**src/rtl/cell_rx_status.sv**
```systemverilog
module cell_rx_status #(
  parameter int NUM_PORTS = 4,
  localparam int SEL_W = (NUM_PORTS > 1) ? $clog2(NUM_PORTS) : 1
) (
  input  logic                   clk,
  input  logic                   rst_n,
  input  logic [NUM_PORTS-1:0]   fifo_ovr,
  input  logic [NUM_PORTS-1:0]   ovr_mask,
  input  logic [NUM_PORTS-1:0]   lcd_in,
  input  logic [NUM_PORTS-1:0]   lcd_mask,
  input  logic [NUM_PORTS-1:0]   hec_en,
  input  logic [NUM_PORTS-1:0]   det_mode,
  input  logic [2*NUM_PORTS-1:0] delin_st,
  input  logic                   rd_stb,
  input  logic [SEL_W-1:0]       rd_sel,
  output logic [7:0]             rd_data,
  output logic                   irq
);

  logic [NUM_PORTS-1:0]   lcd_q, lcd_prev, mode_q, ovr_evt, lcd_evt, rd_hit;
  logic [2*NUM_PORTS-1:0] st_q;
  logic [7:0]             byte_of [NUM_PORTS];

  wire [NUM_PORTS-1:0] lcd_chg = lcd_q ^ lcd_prev;

  always_comb begin
    for (int p = 0; p < NUM_PORTS; p++) begin
      rd_hit[p]  = rd_stb && (rd_sel == SEL_W'(p));
      byte_of[p] = {2'b00, st_q[2*p+1 -: 2], mode_q[p], lcd_q[p], lcd_evt[p], ovr_evt[p]};
    end
  end

  always_ff @(posedge clk or negedge rst_n) begin
    if (!rst_n) begin
      lcd_q    <= '0;
      lcd_prev <= '0;
      mode_q   <= '0;
      st_q     <= '0;
      ovr_evt  <= '0;
      lcd_evt  <= '0;
      irq      <= 1'b0;
      rd_data  <= '0;
    end else begin
      lcd_q    <= lcd_in;
      lcd_prev <= lcd_q;
      mode_q   <= hec_en & det_mode;
      st_q     <= delin_st;
      ovr_evt  <= (ovr_evt & ~rd_hit) | (fifo_ovr & ovr_mask);
      lcd_evt  <= (lcd_evt & ~rd_hit) | (lcd_chg & lcd_mask);
      irq      <= |{ovr_evt, lcd_evt};
      if (rd_stb)
        rd_data <= (int'(rd_sel) < NUM_PORTS) ? byte_of[rd_sel] : 8'h00;
    end
  end

endmodule

```
**config.mk**
```make
export PLATFORM = sky130hd
export DESIGN_NAME = cell_rx_status
export DESIGN_NICKNAME = d
export VERILOG_FILES = /design/src/rtl/cell_rx_status.sv
export SDC_FILE = /design/constraint.sdc
export NUM_CORES = 1
export LEC_CHECK = 0
export BUFFER_PORTS_ARGS = -buffer_cell sky130_fd_sc_hd__buf_2
export CORE_UTILIZATION = 51
export DETAILED_ROUTE_END_ITERATION = 10
export GPL_TIMING_DRIVEN = 0
export PLACE_DENSITY = 0.83
export SYNTH_ARGS = -nofsm -noshare
export SYNTH_HDL_FRONTEND = slang
export SYNTH_SLANG_ARGS = --single-unit
```
**constraint.sdc**
```tcl
create_clock -name clk -period 2.3 [get_ports clk]
set_input_delay 0.46 -clock clk [delete_from_list [all_inputs] [get_ports clk]]
set_output_delay 0.46 -clock clk [all_outputs]
set_load 0.01 [all_outputs]
```
==> flow_summary_export.csv, run 1 <==
group,metric,value,unit
layout,layout_common_cells,"buf_2, dfrtp_1, a22o_1",
clock_tree,cts_resized,0,
global_route,grt_use_total,20.99,%
setup_path,crit_buf_inv,1,
setup_path,setup.worst_path.start_class,"flip-flop",
global_route,first_global_vias,926,
drt,routed_wl,2370,um
power,ir_drop,815.6,uV
synthesis,synth_cell_type_count,21,
setup_path,path_cells,"buf_2",
power,p_per_area,835.8,mW/mm^2
outcome,outcome,"finished, final reports clean",
clock_tree,numCtsBuffers,5,
timing,fin_crit_sh,57.63,%
die,core,0.002318,sq mm
timing,hold_violations,0,
die,initial_utilization,56.34,%
die,ios,46,
layout,n_antenna_cell,0,
clock_tree,clk_pin_slew,0.10,ns
die,die_area,0.002768,sq mm
synthesis,yosys_warnings,0,
power,p_sw,0.2963,mW
drt,postRouteAntennaNets,0,
timing,timing.setup.tns,0,ns
synthesis,avgSynthCellArea,14.05,sq um
power,sw_frac_of_total,21.40,%
drt,vias,907,
timing,finalCriticalPeriod,1.326,ns
power,power_frac_comb,10.9,%
timing,rsz0062_at_grt,"no",
global_route,grt_max_degree,36,
synthesis,synthesis.area,0.001306,sq mm
clock_tree,hold_buffers,0,
drt,drc,0,
clock_tree,insertion_delay,0.33,ns
drt,firstDrtPassIters,4,
setup_path,cp_slowest_cell,"dfrtp_1",
global_route,antenna_found_initial,0,
timing,clock.fmax,754.4,MHz
drt,drtIter0Drc,14,
timing,setup_viol,0,
die,dieWidth,52.61,um
clock_tree,tritoncts,"built",
synthesis,ys_seq_area_share,67.05,%
setup_path,required,1.84,ns
setup_path,cp_slowest_stage_delay,0.40,ns
clock_tree,clockBufferDepth,2,
power,intPower,1.088,mW
power,pwr-share-seq,50.4,%
timing,slew_violations,0,
timing,fin_skew,0.003503,ns
layout,mostFrequentLayoutCell,"buf_2",
clock_tree,htreeDepth,2,
setup_path,cp_top_family,"flip-flops",
power,clkPwrFrac,38.7,%
clock_tree,post-cts-setup-buffers,0,
timing,worst_pin_slew,0.7430,ns
timing,hold_ws,0.1830,ns
setup_path,worstSetupPathType,"flip-flop to output pin",
setup_path,crit_path_end_kind,"output pin",
drt,wl_per_cell,13.78,um
setup_path,worstPathMaxFanout,2,
synthesis,synth_cells,93,
placed_design,routabilityCongestion,0.7508,
layout,layout-drive-gt1-share,41.67,%
global_route,grt_pass1_wl,3974,um
layout,nets,180,
setup_path,cp.arrival,0.87,ns
clock_tree,cts.sinks,35,
worst_hold_path,hold_path_class,"primary input to asynchronous set/reset pin",
clock_tree,cts_root_buf,"clkbuf_4",
power,leakagePower,0.7708,nW
placed_design,dpl.hpwl,1709,um
global_route,overflow,0,
placed_design,portBuffers,42,
drt,vias_per_cell,5.273,
synthesis,yosys_register_bits,35,
die,die_height,52.61,um
layout,syn2layout_area_growth,26.82,%
timing,slew_headroom,50.47,%
job,cap_violations,0,
die,fp-row-count,17,
-- cell families (layout without fill, tap and decap cells) --
group	Yosys count	in the layout	share of synthesized area [%]
flip-flops	35	35	67.05
AO/OA/AOI/OAI	23	23	11.59
AND/OR/NAND/NOR	17	17	8.237
multiplexers	7	7	7.183
buffers and inverters	6	56	2.969
XOR/XNOR	4	4	2.682
other	1	2	0.2871
-- registers in the layout (all words and copies together) (netlist names) --
register / cells
irq: 1
lcd_evt: 4
lcd_prev: 4
lcd_q: 4
mode_q: 4
ovr_evt: 4
rd_data: 6
st_q: 8
-- metal layers --
| layer | routed length (um) | vias up | global-route usage [%] |
|---|---|---|---|
| met4 | 29 | 0 | 7.895 |
| met3 | 183 | 4 | 8.696 |
| li1 | - | 425 | - |
| met5 | 0 | - | 0 |
| met2 | 1188 | 44 | 36.08 |
| met1 | 968 | 434 | 22.84 |
-- power by group through the flow --
stage,Clock [mW],Sequential (mW),Combinational [mW]
global route,0.583,0.703,0.168
floorplan,0,0.709,0.0753
global placement,0,0.706,0.147
CTS,0.549,0.697,0.153
finish,0.536,0.697,0.151
detailed placement,0,0.708,0.152
-- path summary, 6_finish.rpt --
| kind | slack (ns) | depth (start not counted) | startpoint | end |
|---|---|---|---|---|
| worst max-delay path | 0.97 | 1 | rd_data[4] | rd_data[4] |
| worst min-delay path | 0.18 | 1 | rst_n | ovr_evt[1] |
| worst max register to register | 1.10 | 2 | st_q[0] | rd_data[4] |
| worst min register to register | 0.43 | 0 | lcd_q[3] | lcd_prev[3] |
| max in group asynchronous | 1.65 | 1 | rst_n | mode_q[0] |
| min in group clk | 0.22 | 1 | delin_st[4] | st_q[4] |
-- cell usage after synthesis --
cell type | count | area (sq um)
nand2b_1 | 1 | 6.260
dfrtp_1 | 35 | 875.8
mux2_2 | 5 | 56.30
buf_4 | 2 | 15.01
buf_6 | 1 | 11.26
mux2_4 | 1 | 15.01
and2_1 | 4 | 25.02
clkbuf_1 | 2 | 7.510
nor2b_1 | 1 | 6.260
o22ai_1 | 5 | 31.28
nand3b_1 | 6 | 45.04
nand3_1 | 1 | 5.000
mux4_2 | 1 | 22.52
nor4_1 | 2 | 12.51
conb_1 | 1 | 3.750
nand2_1 | 2 | 7.510
o21ai_0 | 5 | 25.02
a21oi_1 | 5 | 25.02
buf_2 | 1 | 5.000
xor2_1 | 4 | 35.03
a22o_1 | 8 | 70.07
-- through the flow --
stage                     utilization (%)  worst slack [ns]  std cells  power, mW  instance area [sq um]
after floorplan                         -            0.8900         94     0.7843                   1310
after global placement              67.08            0.8007        164     0.8531                   1555
after detailed placement            67.08            0.7577        164     0.8606                   1555
after CTS                           71.45            0.9621        172      1.400                   1657
after global routing                71.45            0.9281        172      1.454                   1657
final                               71.45            0.9744        172      1.385                   1657
-- final cells by class --
type,count,area (sq um)
sequential,35,875.8
tap,28,35.03
clock buffer,6,41.29
fill,169,661.9
multi-input combinational,53,395.4
clock inverter,2,60.06
buffer,6,38.79
timing repair buffer,42,210.2
No activity file was read; power rests on OpenSTA's default activity.
==> inputs of run 2 (changes only) <==
--- a/config.mk
+++ b/config.mk
@@ -5,11 +5,12 @@
 export SDC_FILE = /design/constraint.sdc
 export NUM_CORES = 1
 export LEC_CHECK = 0
+export ABC_AREA = 1
 export BUFFER_PORTS_ARGS = -buffer_cell sky130_fd_sc_hd__buf_2
-export CORE_UTILIZATION = 51
+export CORE_UTILIZATION = 49
 export DETAILED_ROUTE_END_ITERATION = 10
 export GPL_TIMING_DRIVEN = 0
-export PLACE_DENSITY = 0.83
+export PLACE_DENSITY = 0.79
 export SYNTH_ARGS = -nofsm -noshare
 export SYNTH_HDL_FRONTEND = slang
 export SYNTH_SLANG_ARGS = --single-unit
==> constraint.sdc (replaced) <==
create_clock -name clk -period 1.3 [get_ports clk]
set_input_delay 0.26 -clock clk [delete_from_list [all_inputs] [get_ports clk]]
set_output_delay 0.26 -clock clk [all_outputs]
set_load 0.01 [all_outputs]
==> flow_summary_export.csv, run 2 <==
group,metric,value,unit
outcome,outcome,"finished, violations left",
outcome,violations,"negative hold slack",
drt,postRouteAntennaNets,0,
setup_path,r2r_slack,0.30,ns
synthesis,ys_top_cells_by_area,"dfrtp_1, nand2_1, inv_1",
power,power_frac_comb,14.0,%
placed_design,dpl.hpwl,1856,um
setup_path,setup.worst_path.start_class,"flip-flop",
timing,fin_skew,0.004078,ns
power,intPower,1.509,mW
drt,routed_wl,2609,um
global_route,grt_use_total,19.05,%
synthesis,synth_top_area_cell,"dfrtp_1",
worst_hold_path,hold_path_class,"primary input to asynchronous set/reset pin",
power,p_sw,0.5344,mW
timing,clock.fmax,896.7,MHz
global_route,antenna_found_initial,0,
die,die_height,55.96,um
die,dieWidth,55.96,um
job,cap_violations,0,
power,p_per_area,1155,mW/mm^2
timing,rsz0062_at_grt,"no",
clock_tree,tritoncts,"built",
setup_path,worstPathMaxFanout,2,
synthesis,yosys_register_bits,35,
clock_tree,clk_pin_slew,0.10,ns
synthesis,synth_cell_type_count,14,
layout,nets,255,
synthesis,yosysTopAreaCellShare,61.40,%
setup_path,path_depth,1,
clock_tree,cts.sinks,35,
synthesis,synth_common_cells,"nand2_1, dfrtp_1, inv_1",
layout,mostFrequentLayoutCell,"nand2_1",
setup_path,crit_start,"rd_data[2]",
setup_path,path_cells,"buf_2",
clock_tree,insertion_delay,0.33,ns
clock_tree,htreeDepth,2,
setup_path,cp_slowest_stage_delay,0.39,ns
synthesis,synthesis.area,0.001426,sq mm
global_route,overflow,0,
drt,wl_per_cell,10.44,um
setup_path,cp_slowest_cell,"dfrtp_1",
timing,hold_violations,35,
die,fp-row-count,19,
clock_tree,clockBufferDepth,2,
layout,layout-drive-gt1-share,27.85,%
timing,slew_headroom,50.69,%
timing,fin_crit_sh,85.78,%
synthesis,ys_seq_area_share,61.40,%
placed_design,dpl_worst_slack,0.2416,ns
setup_path,crit_end,"rd_data[2]",
timing,worst_pin_slew,0.7396,ns
power,ir_drop,931.8,uV
timing,setup_ws,0.1848,ns
synthesis,synth_cells,164,
setup_path,cp.arrival,0.86,ns
setup_path,ff2ff_path_depth,3,
placed_design,portBuffers,42,
setup_path,cp_top_family,"flip-flops",
die,die_area,0.003131,sq mm
layout,n_antenna_cell,0,
clock_tree,cts_root_buf,"clkbuf_4",
synthesis,avgSynthCellArea,8.697,sq um
synthesis,ys.flop_type,"dfrtp_1",
die,core,0.002758,sq mm
power,finalPower,2.044,mW
setup_path,rr_startpoint,"lcd_q[3]",
power,leakagePower,1.030,nW
synthesis,synthArstFlopShare,100.0,%
power,sw_frac_of_total,26.15,%
layout,reg.largest.list,"st_q: 8 flops, rd_data: 6 flops",
drt,vias,1164,
synthesis,synth.most_common_cell,"nand2_1",
setup_path,crit_buf_inv,1,
timing,timing.setup.tns,0,ns
power,clkPwrFrac,26.6,%
global_route,grt_max_degree,36,
layout,regMostFlops,"st_q",
setup_path,r2r-end,"lcd_evt[3]",
layout,syn2layout_area_growth,24.04,%
global_route,grt_pass1_wl,4457,um
clock_tree,post-cts-setup-buffers,0,
layout,largest_reg_flops,8,
drt,drc,0,
layout,layout_common_cells,"nand2_1, buf_2, dfrtp_1",
drt,drtIter0Drc,20,
synthesis,yosys_warnings,0,
setup_path,crit_path_end_kind,"output pin",
drt,vias_per_cell,4.656,
clock_tree,numCtsBuffers,5,
timing,slew_violations,0,
timing,setup_viol,0,
clock_tree,hold_buffers,0,
synthesis,synth_edf_count,0,
die,ios,46,
setup_path,required,1.04,ns
timing,finalCriticalPeriod,1.115,ns
global_route,first_global_vias,1103,
clock_tree,cts_resized,0,
timing,hold_ws,-0.01221,ns
power,pwr-share-seq,59.5,%
placed_design,routabilityCongestion,0.8607,
setup_path,worstSetupPathType,"flip-flop to output pin",
drt,firstDrtPassIters,4,
die,initial_utilization,51.72,%
run 2: cell families after synthesis:
family | after synthesis | share of synthesized area, %
buf+inv | 20 | 6.843
flops | 35 | 61.40
compound gates | 8 | 2.807
simple gates | 100 | 28.68
other cells | 1 | 0.2629
run 2: power groups by stage:
| stage | Sequential [mW] | Combinational, mW | Clock [mW] |
|---|---|---|---|
| after floorplan | 1.24 | 0.142 | 0 |
| after global placement | 1.23 | 0.272 | 0 |
| after detailed placement | 1.24 | 0.278 | 0 |
| after CTS | 1.22 | 0.280 | 0.562 |
| after global routing | 1.23 | 0.329 | 0.621 |
| final | 1.22 | 0.285 | 0.543 |
run 2: area by class of cell:
class,instances,area (sq um)
Buffer,5,41.29
Clock buffer,7,45.04
Clock inverter,1,5.005
Fill cell,253,988.4
Inverter,15,56.30
Multi-Input combinational cell,110,456.7
Sequential cell,35,875.8
Tap cell,31,38.79
Timing Repair Buffer,46,250.2
run 2: how the worst min path moves through the flow:
stage,from,to,slack [ns],cells after the start
6_report,rst_n,lcd_prev[3],-0.01,1
3_3_place_gp,rst_n,lcd_q[2],0.36,1
3_5_place_dp,rst_n,lcd_q[2],0.36,1
5_1_grt,delin_st[1],st_q[1],0.002,1
4_1_cts,rst_n,mode_q[0],0.0001,1
2_1_floorplan,rst_n,irq,-0.04,0
run 2: through the flow:
stage               instance area [sq um]  utilization (%)  std cells  hold WS [ns]
floorplan                            1430                -        165      -0.03559
global placement                     1679            60.89        238        0.3563
detailed placement                   1679            60.89        238        0.3642
CTS                                  1729            62.70        246     0.0001367
global route                         1769            64.16        250      0.002460
finish                               1769            64.16        250      -0.01221
run 2: per-layer routing:
metal,GRT usage (%),wire length (um),vias to the layer above
li1,-,-,603
met1,22.01,1121,514
met2,32.70,1331,44
met3,7.442,131,3
met4,5.923,25,0
met5,0,0,-
